## src/rtl/pap_pkg.sv

```systemverilog
package pap_pkg;
    typedef enum logic [1:0] {
        ST_IDLE,
        ST_FETCH,
        ST_WAIT,
        ST_HOLD
    } pap_state_e;

    localparam int PTR_SRC_BIT = 15;
    localparam int PTR_INC_BIT = 14;
    localparam int PTR_RD_BIT  = 13;
    localparam int DATA_W      = 16;
endpackage

```

## src/rtl/pap_ptr_reg.sv

```systemverilog
module pap_ptr_reg
    import pap_pkg::*;
#(
    parameter int OFF_W = 11
) (
    input  logic              clk,
    input  logic              rst_n,
    input  logic              ptr_we,
    input  logic [15:0]       ptr_wdata,
    input  logic              adv,
    input  logic              adv_word,
    output logic              sel_rx,
    output logic              autoinc,
    output logic              rd_mode,
    output logic [OFF_W-1:0]  offset
);
    localparam logic [OFF_W-1:0] STEP_B = OFF_W'(1);
    localparam logic [OFF_W-1:0] STEP_W = OFF_W'(2);

    always_ff @(posedge clk) begin
        if (!rst_n) begin
            sel_rx  <= 1'b0;
            autoinc <= 1'b0;
            rd_mode <= 1'b0;
            offset  <= '0;
        end else if (ptr_we) begin
            sel_rx  <= ptr_wdata[PTR_SRC_BIT];
            autoinc <= ptr_wdata[PTR_INC_BIT];
            rd_mode <= ptr_wdata[PTR_RD_BIT];
            offset  <= ptr_wdata[OFF_W-1:0];
        end else if (adv) begin
            offset  <= offset + (adv_word ? STEP_W : STEP_B);
        end
    end
endmodule

```

## src/rtl/pap_addr_gen.sv

```systemverilog
module pap_addr_gen #(
    parameter int PG_W  = 6,
    parameter int OFF_W = 11,
    parameter int AW    = PG_W + 8
) (
    input  logic              sel_rx,
    input  logic [PG_W-1:0]   rx_head_pg,
    input  logic [PG_W-1:0]   tx_pkt_pg,
    input  logic [OFF_W-1:0]  offset,
    output logic [AW-1:0]     addr
);
    logic [PG_W-1:0] page;

    always_comb begin
        page = sel_rx ? rx_head_pg : tx_pkt_pg;
        addr = {page, 8'h00} + AW'(offset);
    end
endmodule

```

## src/rtl/pap_rd_fsm.sv

```systemverilog
module pap_rd_fsm
    import pap_pkg::*;
(
    input  logic              clk,
    input  logic              rst_n,
    input  logic              ptr_we,
    input  logic              ptr_rd,
    input  logic              autoinc,
    input  logic              data_re,
    input  logic [DATA_W-1:0] mem_rdata,
    output logic              mem_re,
    output logic              rd_valid,
    output logic              consume,
    output logic [DATA_W-1:0] rd_buf
);
    pap_state_e state, state_nx;

    always_comb begin
        state_nx = state;
        if (ptr_we) begin
            state_nx = ptr_rd ? ST_FETCH : ST_IDLE;
        end else begin
            unique case (state)
                ST_IDLE:  state_nx = ST_IDLE;
                ST_FETCH: state_nx = ST_WAIT;
                ST_WAIT:  state_nx = ST_HOLD;
                ST_HOLD:  state_nx = (data_re && autoinc) ? ST_FETCH : ST_HOLD;
            endcase
        end
    end

    always_ff @(posedge clk) begin
        if (!rst_n) begin
            state  <= ST_IDLE;
            rd_buf <= '0;
        end else begin
            state <= state_nx;
            if (state == ST_WAIT && !ptr_we) begin
                rd_buf <= mem_rdata;
            end
        end
    end

    always_comb begin
        mem_re   = (state == ST_FETCH);
        rd_valid = (state == ST_HOLD);
        consume  = (state == ST_HOLD) && data_re && !ptr_we;
    end
endmodule

```

## src/rtl/pap_port.sv

```systemverilog
module pap_port
    import pap_pkg::*;
#(
    parameter int PG_W  = 6,
    parameter int OFF_W = 11
) (
    input  logic             clk,
    input  logic             rst_n,
    input  logic             ptr_we,
    input  logic [15:0]      ptr_wdata,
    input  logic             data_we,
    input  logic             data_re,
    input  logic             data_word,
    input  logic [15:0]      data_wdata,
    output logic [15:0]      data_rdata,
    output logic             rd_valid,
    input  logic [PG_W-1:0]  rx_head_pg,
    input  logic [PG_W-1:0]  tx_pkt_pg,
    output logic [PG_W+7:0]  mem_addr,
    output logic             mem_re,
    output logic             mem_we,
    output logic             mem_wide,
    output logic [15:0]      mem_wdata,
    input  logic [15:0]      mem_rdata
);
    localparam int AW = PG_W + 8;

    logic             sel_rx_q;
    logic             autoinc_q;
    logic             rd_mode_q;
    logic [OFF_W-1:0] offset_q;
    logic             wr_fire;
    logic             rd_consume;
    logic             adv;
    logic [15:0]      rd_buf;

    always_comb begin
        wr_fire = data_we && !rd_mode_q && !ptr_we;
        adv     = autoinc_q && (wr_fire || rd_consume);
    end

    pap_ptr_reg #(.OFF_W(OFF_W)) u_ptr (
        .clk      (clk),
        .rst_n    (rst_n),
        .ptr_we   (ptr_we),
        .ptr_wdata(ptr_wdata),
        .adv      (adv),
        .adv_word (data_word),
        .sel_rx   (sel_rx_q),
        .autoinc  (autoinc_q),
        .rd_mode  (rd_mode_q),
        .offset   (offset_q)
    );

    pap_addr_gen #(.PG_W(PG_W), .OFF_W(OFF_W), .AW(AW)) u_addr (
        .sel_rx    (sel_rx_q),
        .rx_head_pg(rx_head_pg),
        .tx_pkt_pg (tx_pkt_pg),
        .offset    (offset_q),
        .addr      (mem_addr)
    );

    pap_rd_fsm u_fsm (
        .clk      (clk),
        .rst_n    (rst_n),
        .ptr_we   (ptr_we),
        .ptr_rd   (ptr_wdata[PTR_RD_BIT]),
        .autoinc  (autoinc_q),
        .data_re  (data_re),
        .mem_rdata(mem_rdata),
        .mem_re   (mem_re),
        .rd_valid (rd_valid),
        .consume  (rd_consume),
        .rd_buf   (rd_buf)
    );

    always_comb begin
        mem_we     = wr_fire;
        mem_wide   = data_word;
        mem_wdata  = data_wdata;
        data_rdata = data_word ? rd_buf : {8'h00, rd_buf[7:0]};
    end
endmodule

```

## config.mk

```make
export PLATFORM = sky130hd
export DESIGN_NAME = pap_port
export DESIGN_NICKNAME = d
export VERILOG_FILES = /design/src/rtl/pap_pkg.sv /design/src/rtl/pap_ptr_reg.sv /design/src/rtl/pap_addr_gen.sv /design/src/rtl/pap_rd_fsm.sv /design/src/rtl/pap_port.sv
export SDC_FILE = /design/constraint.sdc
export NUM_CORES = 1
export LEC_CHECK = 0
export BUFFER_PORTS_ARGS = -buffer_cell sky130_fd_sc_hd__buf_2
export CAP_MARGIN = 40
export CELL_PAD_IN_SITES_DETAIL_PLACEMENT = 0
export CELL_PAD_IN_SITES_GLOBAL_PLACEMENT = 1
export CORE_ASPECT_RATIO = 1.25
export CORE_MARGIN = 4
export CORE_UTILIZATION = 31
export CTS_CLUSTER_DIAMETER = 30
export DETAILED_ROUTE_END_ITERATION = 10
export PLACE_DENSITY_LB_ADDON = 0.1
export RECOVER_POWER = 50
export SLEW_MARGIN = 20
export SYNTH_ARGS = -nofsm -noshare
export SYNTH_HDL_FRONTEND = slang
export SYNTH_HIERARCHICAL = 1
export SYNTH_SLANG_ARGS = --single-unit
```

## constraint.sdc

```tcl
create_clock -name clk -period 2.6 [get_ports clk]
set_input_delay 0.52 -clock clk [delete_from_list [all_inputs] [get_ports clk]]
set_output_delay 0.52 -clock clk [all_outputs]
set_load 0.01 [all_outputs]
```

==> flow_metrics.tcl, run 1 <==
set metrics [dict create \
    numCtsBuffers 5 \
    hold_slack_ps 444 \
    clock_path_buffers 2 \
    status "complete, no violations" \
    root_buffer "clkbuf_8" \
    cts_tree "yes" \
    synth_seq_cells 32 \
    fin_crit_ps 2510 \
    fin_setup_tns_ps 0 \
    antenna_found_initial 0 \
    yosys_warnings 6 \
    overflow 0 \
    fp-row-count 32 \
    dp_slack_ps 119 \
    hp-class "in -> reg" \
    slew_viol_final 0 \
    track_usage_pct 12.6 \
    fin_crit_sh_pct 96.7 \
    die_w_um 80.1 \
    clock_sinks 32 \
    synth_nets 295 \
    cp_cell_sequence "mux2_4 > ha_4 > fa_2 > a21oi_2 > nor2_2 > xnor2_1 > buf_2" \
    vdd_drop_max_mv 0.279 \
    io_pins 116 \
    area_growth_pct 21.2 \
    final_layout_size_suffix_gt1_share_pct 35.1 \
    htreeDepth 2 \
    nets 354 \
    crit_path_end_kind "primary output" \
    synth_area_per_cell_um2 9.08 \
    wl_per_cell_um 12.9 \
    crit_slowest_cell "fa_2" \
    fin_ws_ps 86.7 \
    slowest_delay_ps 380 \
    dp_hpwl_um 3570 \
    final_cell_mix "buf_2, nand2_1, dfxtp_1" \
    max_freq_mhz 398 \
    ys_types 42 \
    core_area_um2 6250 \
    first_global_vias 1659 \
    initial_core_util_pct 32.3 \
    synthesis.instances 222 \
    dieArea_um2 7860 \
    syn-cell-area_um2 2020 \
    hold_violations 0 \
    layout_commonest_cell "buf_2" \
    maxCapViolCount 0 \
    diodes 0 \
    drc 0 \
    finalSetupViolCount 0 \
    p_per_area_nw_per_um2 517 \
    max-slew-margin-rel_pct 25.1 \
    critPathLaunchType "flip-flop" \
    power_leakage_nw 1.05 \
    worstSkewPairLatency_ps 280 \
    rsz0062_at_grt "yes" \
    dr.pass1.iters 4 \
    crit_fanout 4 \
    clk_pin_slew_worst_paths_ps 70 \
    grt_max_degree 26 \
    fillers 701 \
    die_height_um 98.2 \
    synth_seq_area_share_pct 31.8 \
    vias_per_cell 4.50 \
    ant_nets 0 \
    via_count 1653 \
    drtIter0Drc 22 \
    wirelength_um 4730 \
    cp.arrival_ps 1990 \
    gp_congestion 0.725 \
    critical_path_class "reg -> out" \
    required_ps 2080 \
    skew_ps 4.85 \
    io_buffers 81 \
    worstMarginPinSlew_ps 1120 \
    grt_pass1_wl_um 7910 \
]
[metal layers]
layer / vias to the layer above / track usage [%] / part of all wire [%]
li1: 834 / - / -
met1: 756 / 15.1 / 42
met2: 56 / 20.7 / 48
met3: 7 / 4.61 / 8.6
met4: 0 / 3.77 / 1.2
met5: - / 0 / 0
[synthesized netlist by cell type (all sizes together)]
cell,number,area (µm²)
nor2,12,45.0
and2,9,57.6
nand3,5,25.0
o22ai,2,12.5
xnor2,7,61.3
and2b,1,8.76
clkbuf,3,31.3
o21ai,3,15.0
o21ba,1,10.0
a311oi,1,8.76
and4,1,8.76
nand4,3,18.8
xor2,6,52.6
mux2i,26,264
ha,5,62.6
nand2,35,131
nand2b,1,6.26
fa,2,40.0
and3,1,6.26
nand4b,1,8.76
a21o,1,7.51
nor3,1,10.0
nand3b,1,7.51
mux2,3,33.8
nor3b,5,47.5
buf,33,262
a211oi,3,32.5
a21oi,8,40.0
inv,5,18.8
and3b,1,8.76
o31ai,1,12.5
nor2b,2,12.5
o21a,1,7.51
dfxtp,32,641
[through the flow]
| stage | util (%) | cells | area [µm²] | power, mW |
|---|---|---|---|---|
| after floorplan | - | 222 | 2020 | 0.690 |
| after global placement | 36.5 | 357 | 2280 | 0.734 |
| after detailed placement | 36.5 | 357 | 2280 | 0.735 |
| after CTS | 38.8 | 366 | 2420 | 1.28 |
| after global routing | 39.1 | 367 | 2440 | 1.34 |
| final | 39.1 | 367 | 2440 | 1.26 |
[critical path, delay by kind of cell, from the launching register on]
kind / cells / cell delay, ps
compound gates: 1 / 160
fa+ha+maj: 2 / 550
simple gates: 1 / 50
flops: 1 / 370
buf+inv: 1 / 140
mux: 1 / 310
xor+xnor: 1 / 140
[sequential cells by signal (all words and copies together), names as in the netlist]
register / flops
u_ptr/rd_mode: 1
u_fsm/rd_buf: 16
u_ptr/autoinc: 1
u_ptr/sel_rx: 1
u_ptr/offset: 11
u_fsm/state: 2
[logic make-up after synthesis]
logic type	Yosys count	share of synthesized area (%)
simple gates	79	20.0
buf+inv	41	15.5
flops	32	31.8
mux	29	14.8
compound gates	21	7.26
xor+xnor	13	5.65
fa+ha+maj	7	5.09
[repair_timing]
item	CTS	global route
gates resized for setup	4	9
hold buffers	0	0
setup endpoints to repair	3	2
setup buffers	1	1
pin swaps	1	5
gates cloned	0	0
[area by class of cell]
type	count	area, µm²	share of cell area, %
clock inverter	1	30.0	1.23
clock buffer	7	96.3	3.94
inverter	5	18.8	0.768
sequential	32	644	26.4
multi-input combinational	149	1120	45.7
timing repair buffer	88	430	17.6
tap	85	106	4.35
[where the power goes]
| group | internal, mW | switching [mW] |
|---|---|---|
| Sequential | 0.507 | 0.0198 |
| Clock | 0.338 | 0.194 |
| Combinational | 0.102 | 0.103 |
| Total | 0.948 | 0.316 |
[final timing paths]
path                                        from  slack [ps]          endpoint  cells after the start
worst max-delay path                u_ptr/sel_rx          90      mem_addr[12]                      7
worst max register to register   u_ptr/offset[0]         670   u_ptr/offset[8]                      7
worst min-delay path                     data_re         440    u_fsm/state[1]                      2
worst min register to register  u_fsm/rd_buf[10]         460  u_fsm/rd_buf[10]                      2
No activity file was read; power rests on OpenSTA's default activity.
==> inputs of run 2 (changes only) <==
Settings changed: CORE_UTILIZATION 31 to 32, CTS_BUF_LIST set to sky130_fd_sc_hd__clkbuf_8.
==> flow_metrics.tcl, run 2 (synthesis results as in run 1) <==
set metrics [dict create \
    path_buf_inv 1 \
    rr_worst_depth 7 \
    rsz0062_at_grt "yes" \
    skew_ps 9.70 \
    wl_per_cell_um 12.5 \
    final_cell_mix "buf_2, nand2_1, dfxtp_1" \
    die_w_um 79.0 \
    clock_path_buffers 2 \
    gp_congestion 0.696 \
    wirelength_um 4580 \
    io_pins 116 \
    clk_pin_slew_worst_paths_ps 70 \
    cp_cell_sequence "mux2_2 > ha_2 > fa_2 > a21oi_2 > nor2_1 > xnor2_1 > buf_2" \
    r2r_setup_slack_ps 660 \
    worstMarginPinSlew_ps 1100 \
    largest_reg_flops 16 \
    worstSkewPairLatency_ps 280 \
    dr.pass1.iters 4 \
    max_freq_mhz 401 \
    crit_path_end_kind "primary output" \
    dieArea_um2 7640 \
    vdd_drop_max_mv 0.225 \
    antenna_found_initial 0 \
    crit_slowest_cell "dfxtp_4" \
    cp.arrival_ps 1970 \
    hold_violations 0 \
    track_usage_pct 12.6 \
    slowest_delay_ps 370 \
    min-delay-start "data_re" \
    regArea_um2 644 \
    die_height_um 96.7 \
    slew_viol_final 0 \
    fin_crit_sh_pct 96.0 \
    p_per_area_nw_per_um2 472 \
    core_area_um2 6170 \
    fin_crit_ps 2490 \
    power_leakage_nw 1.03 \
    critPathLaunchType "flip-flop" \
    max-slew-margin-rel_pct 26.6 \
    initial_core_util_pct 32.7 \
    overflow 0 \
    cts_tree "yes" \
    critical_path_class "reg -> out" \
    min_path_cells 2 \
    drtIter0Drc 29 \
    fillers 704 \
    numCtsBuffers 5 \
    rr_endpoint "u_ptr/offset[8]" \
    dp_hpwl_um 3460 \
    maxCapViolCount 0 \
    drc 0 \
    placed_cell_area_um2 2280 \
    area_growth_pct 18.2 \
    grt_pass1_wl_um 7730 \
    vias_per_cell 4.44 \
    grt_max_degree 31 \
    ant_nets 0 \
    htreeDepth 2 \
    via_count 1624 \
    cts-hold-fix-buffers 0 \
    hp-class "in -> reg" \
    clock_sinks 32 \
    first_global_vias 1691 \
    multi_input_area_um2 1090 \
    nets 353 \
    min_to "u_fsm/state[1]" \
    diodes 0 \
    finalSetupViolCount 0 \
    top_regs "u_fsm/rd_buf: 16 flops, u_ptr/offset: 11 flops, u_fsm/state: 2 flops" \
    hold_slack_ps 432 \
    status "complete, no violations" \
    final_layout_size_suffix_gt1_share_pct 34.5 \
    layout_commonest_cell "buf_2" \
    r2r-start "u_ptr/offset[0]" \
    root_buffer "clkbuf_8" \
    fp-row-count 32 \
    largest-register "u_fsm/rd_buf" \
    design_area_um2 2380 \
    required_ps 2080 \
    crit_family "adder cells" \
    io_buffers 81 \
    crit_fanout 5 \
]
-- run 2: worst max path at each step --
stage                              from            to  slack [ps]  depth (start not counted)
after floorplan            u_ptr/sel_rx  mem_addr[12]         300                          7
after global placement     tx_pkt_pg[0]  mem_addr[12]         110                          8
after detailed placement  rx_head_pg[0]  mem_addr[12]         120                          8
after CTS                  u_ptr/sel_rx  mem_addr[12]          30                          7
after global routing       u_ptr/sel_rx  mem_addr[12]          -9                          7
final                      u_ptr/sel_rx  mem_addr[12]         110                          7
-- run 2: power by group --
part           internal (mW)  leakage, nW  switching (mW)
combinational         0.0979        0.723          0.0984
clock                  0.211       0.0486           0.191
sequential             0.507        0.262          0.0192
-- run 2: layout make-up --
cell class	instances	share of cell area, %
tap	85	4.46
inverter	5	0.788
clock inverter	2	0.473
multi-input combinational	149	45.8
clock buffer	6	3.47
timing repair buffer	87	18.0
sequential	32	27.0
-- run 2: per-stage QoR --
stage                     std cells  power (mW)  utilization [%]  TNS [ps]  setup WS, ps
after global routing            366        1.20             38.6     -8.59         -8.59
after floorplan                 222       0.690                -         0           298
final                           366        1.13             38.6         0           105
after CTS                       365        1.15             38.6         0          26.7
after global placement          357       0.732             37.0         0           112
after detailed placement        357       0.733             37.0         0           116
-- run 2: what timing repair did --
item                       CTS  global route
buffers inserted             0             1
pin swaps                    0             1
gates cloned                 0             0
resized for setup            3             4
setup endpoints to repair    2             2
-- run 2: metal layers --
metal	vias up	track usage (%)	share of wire, %
li1	831	-	-
met1	729	14.7	43
met2	55	20.9	48
met3	9	3.91	7.6
met4	0	5.29	2.0
met5	-	0	0
-- run 2: worst reg2reg max path: cells and delay by family, from the launching register on --
family,cells,cell delay [ps]
and+or+nand+nor,2,460
AOI/OAI and AO/OA,1,200
adders and majority gates,2,600
DFF,1,370
buffers and inverters,1,50
xor gates and xnor gates,1,170
==> inputs of run 3 (changes only) <==
Settings changed: RECOVER_POWER 50 to unset, TNS_END_PERCENT set to 50.
==> flow_metrics.tcl, run 3 (synthesis results as in run 1) <==
set metrics [dict create \
    r2r_setup_slack_ps 670 \
    power.total_mw 1.13 \
    final_cell_mix "buf_2, nand2_1, dfxtp_1" \
    max_freq_mhz 401 \
    finalSetupViolCount 0 \
    p_per_area_nw_per_um2 469 \
    core_area_um2 6170 \
    htreeDepth 2 \
    crit_path_end_kind "primary output" \
    placed_cell_area_um2 2280 \
    cts_tree "yes" \
    clock_path_buffers 2 \
    grt.met1_usage_pct 14.7 \
    final_layout_size_suffix_gt1_share_pct 39.5 \
    power_leakage_nw 1.09 \
    nets 353 \
    vias_per_cell 4.42 \
    dp_slack_ps 116 \
    dp_hpwl_um 3460 \
    cp.arrival_ps 1980 \
    status "complete, no violations" \
    crit_slowest_cell "dfxtp_4" \
    clock_sinks 32 \
    fin_ws_ps 105 \
    io_pins 116 \
    initial_core_util_pct 32.7 \
    max-slew-margin-rel_pct 71.5 \
    die_height_um 96.7 \
    crit_end "mem_addr[12]" \
    first_global_vias 1691 \
    root_buffer "clkbuf_8" \
    clk_pin_slew_worst_paths_ps 70 \
    design_area_um2 2400 \
    ant_nets 0 \
    largest-register "u_fsm/rd_buf" \
    rr_worst_depth 7 \
    hp-class "in -> reg" \
    critPathLaunchType "flip-flop" \
    gr-usage-met3_pct 3.91 \
    critPathLaunch "u_ptr/sel_rx" \
    wirelength_um 4580 \
    crit_fanout 5 \
    r2r-start "u_ptr/offset[0]" \
    area_growth_pct 19.3 \
    numCtsBuffers 5 \
    grt_util_met2_pct 20.9 \
    antenna_found_initial 0 \
    track_usage_pct 12.6 \
    gp_congestion 0.696 \
    slew_viol_final 0 \
    critical_path_class "reg -> out" \
    fin_crit_ps 2500 \
    dr.pass1.iters 4 \
    dieArea_um2 7640 \
    grt_pass1_wl_um 7730 \
    fin_crit_sh_pct 96.0 \
    slowest_delay_ps 370 \
    worstMarginPinSlew_ps 426 \
    diodes 0 \
    wl_per_cell_um 12.5 \
    overflow 0 \
    io_buffers 81 \
    grt_max_degree 31 \
    drtIter0Drc 28 \
    drc 0 \
    top_regs "u_fsm/rd_buf: 16 flops, u_ptr/offset: 11 flops, u_fsm/state: 2 flops" \
    maxCapViolCount 0 \
    vdd_drop_max_mv 0.223 \
    largest_reg_flops 16 \
    layout_commonest_cell "buf_2" \
    die_w_um 79.0 \
    worstSkewPairLatency_ps 290 \
    required_ps 2080 \
    grt_busiest_layer "met2" \
    fp-row-count 32 \
    via_count 1618 \
    rsz0062_at_grt "yes" \
    hold_violations 0 \
    skew_ps 10.0 \
    fin_setup_tns_ps 0 \
    cp_cell_sequence "mux2_2 > ha_2 > fa_2 > a21oi_2 > nor2_1 > xnor2_1 > buf_2" \
    rr_endpoint "u_ptr/offset[8]" \
]
==> run 3: cell type report <==
type,instances,area (µm²)
clock inverters,2,11.3
multi-input cells,149,1090
fillers,695,3760
well taps,85,106
flip-flops and latches,32,644
clock buffers,6,82.6
inverters,5,18.8
repair buffers,87,450
==> run 3: worst min path at each step <==
stage / from / end / cells after the start
floorplan: u_fsm/rd_buf[10] / u_fsm/rd_buf[10] / 2
global route: data_re / u_fsm/state[1] / 2
global placement: u_fsm/rd_buf[12] / u_fsm/rd_buf[12] / 2
finish: data_re / u_fsm/state[1] / 2
detailed placement: u_fsm/rd_buf[13] / u_fsm/rd_buf[13] / 2
CTS: data_re / u_fsm/state[1] / 2
==> run 3: per-layer routing <==
layer / share of wire [%] / vias to the layer above / wire (µm)
met5: 0 / - / 0
met4: 2.0 / 0 / 93
met3: 7.7 / 9 / 353
met2: 48 / 55 / 2190
met1: 42 / 723 / 1940
li1: - / 831 / -
==> run 3: repair_timing <==
action                     CTS  global route
setup buffers                0             1
pin swaps                    0             1
resized for setup            3             4
setup endpoints to repair    2             2
hold buffers                 0             0
==> run 3: worst max-delay path, delay by kind of cell (launching register included) <==
| family | cells | cell delay, ps |
|---|---|---|
| AND/OR/NAND/NOR | 1 | 50 |
| XOR/XNOR | 1 | 130 |
| buffers and inverters | 1 | 150 |
| flip-flops | 1 | 370 |
| multiplexers | 1 | 330 |
| AO/OA/AOI/OAI | 1 | 120 |
| adder cells (fa/ha/maj) | 2 | 540 |
==> run 3: power by group <==
group / total [mW] / leakage [nW] / internal [mW] / switching [mW]
Combinational: 0.198 / 0.781 / 0.0999 / 0.0985
Clock: 0.404 / 0.0486 / 0.211 / 0.193
Sequential: 0.526 / 0.262 / 0.507 / 0.0190
==> run 3: stage by stage <==
step	util (%)	hold slack, ps	cells
finish	39.0	430	366
global route	39.0	433	366
CTS	38.6	418	365
detailed placement	37.0	445	357
global placement	37.0	441	357
floorplan	-	430	222
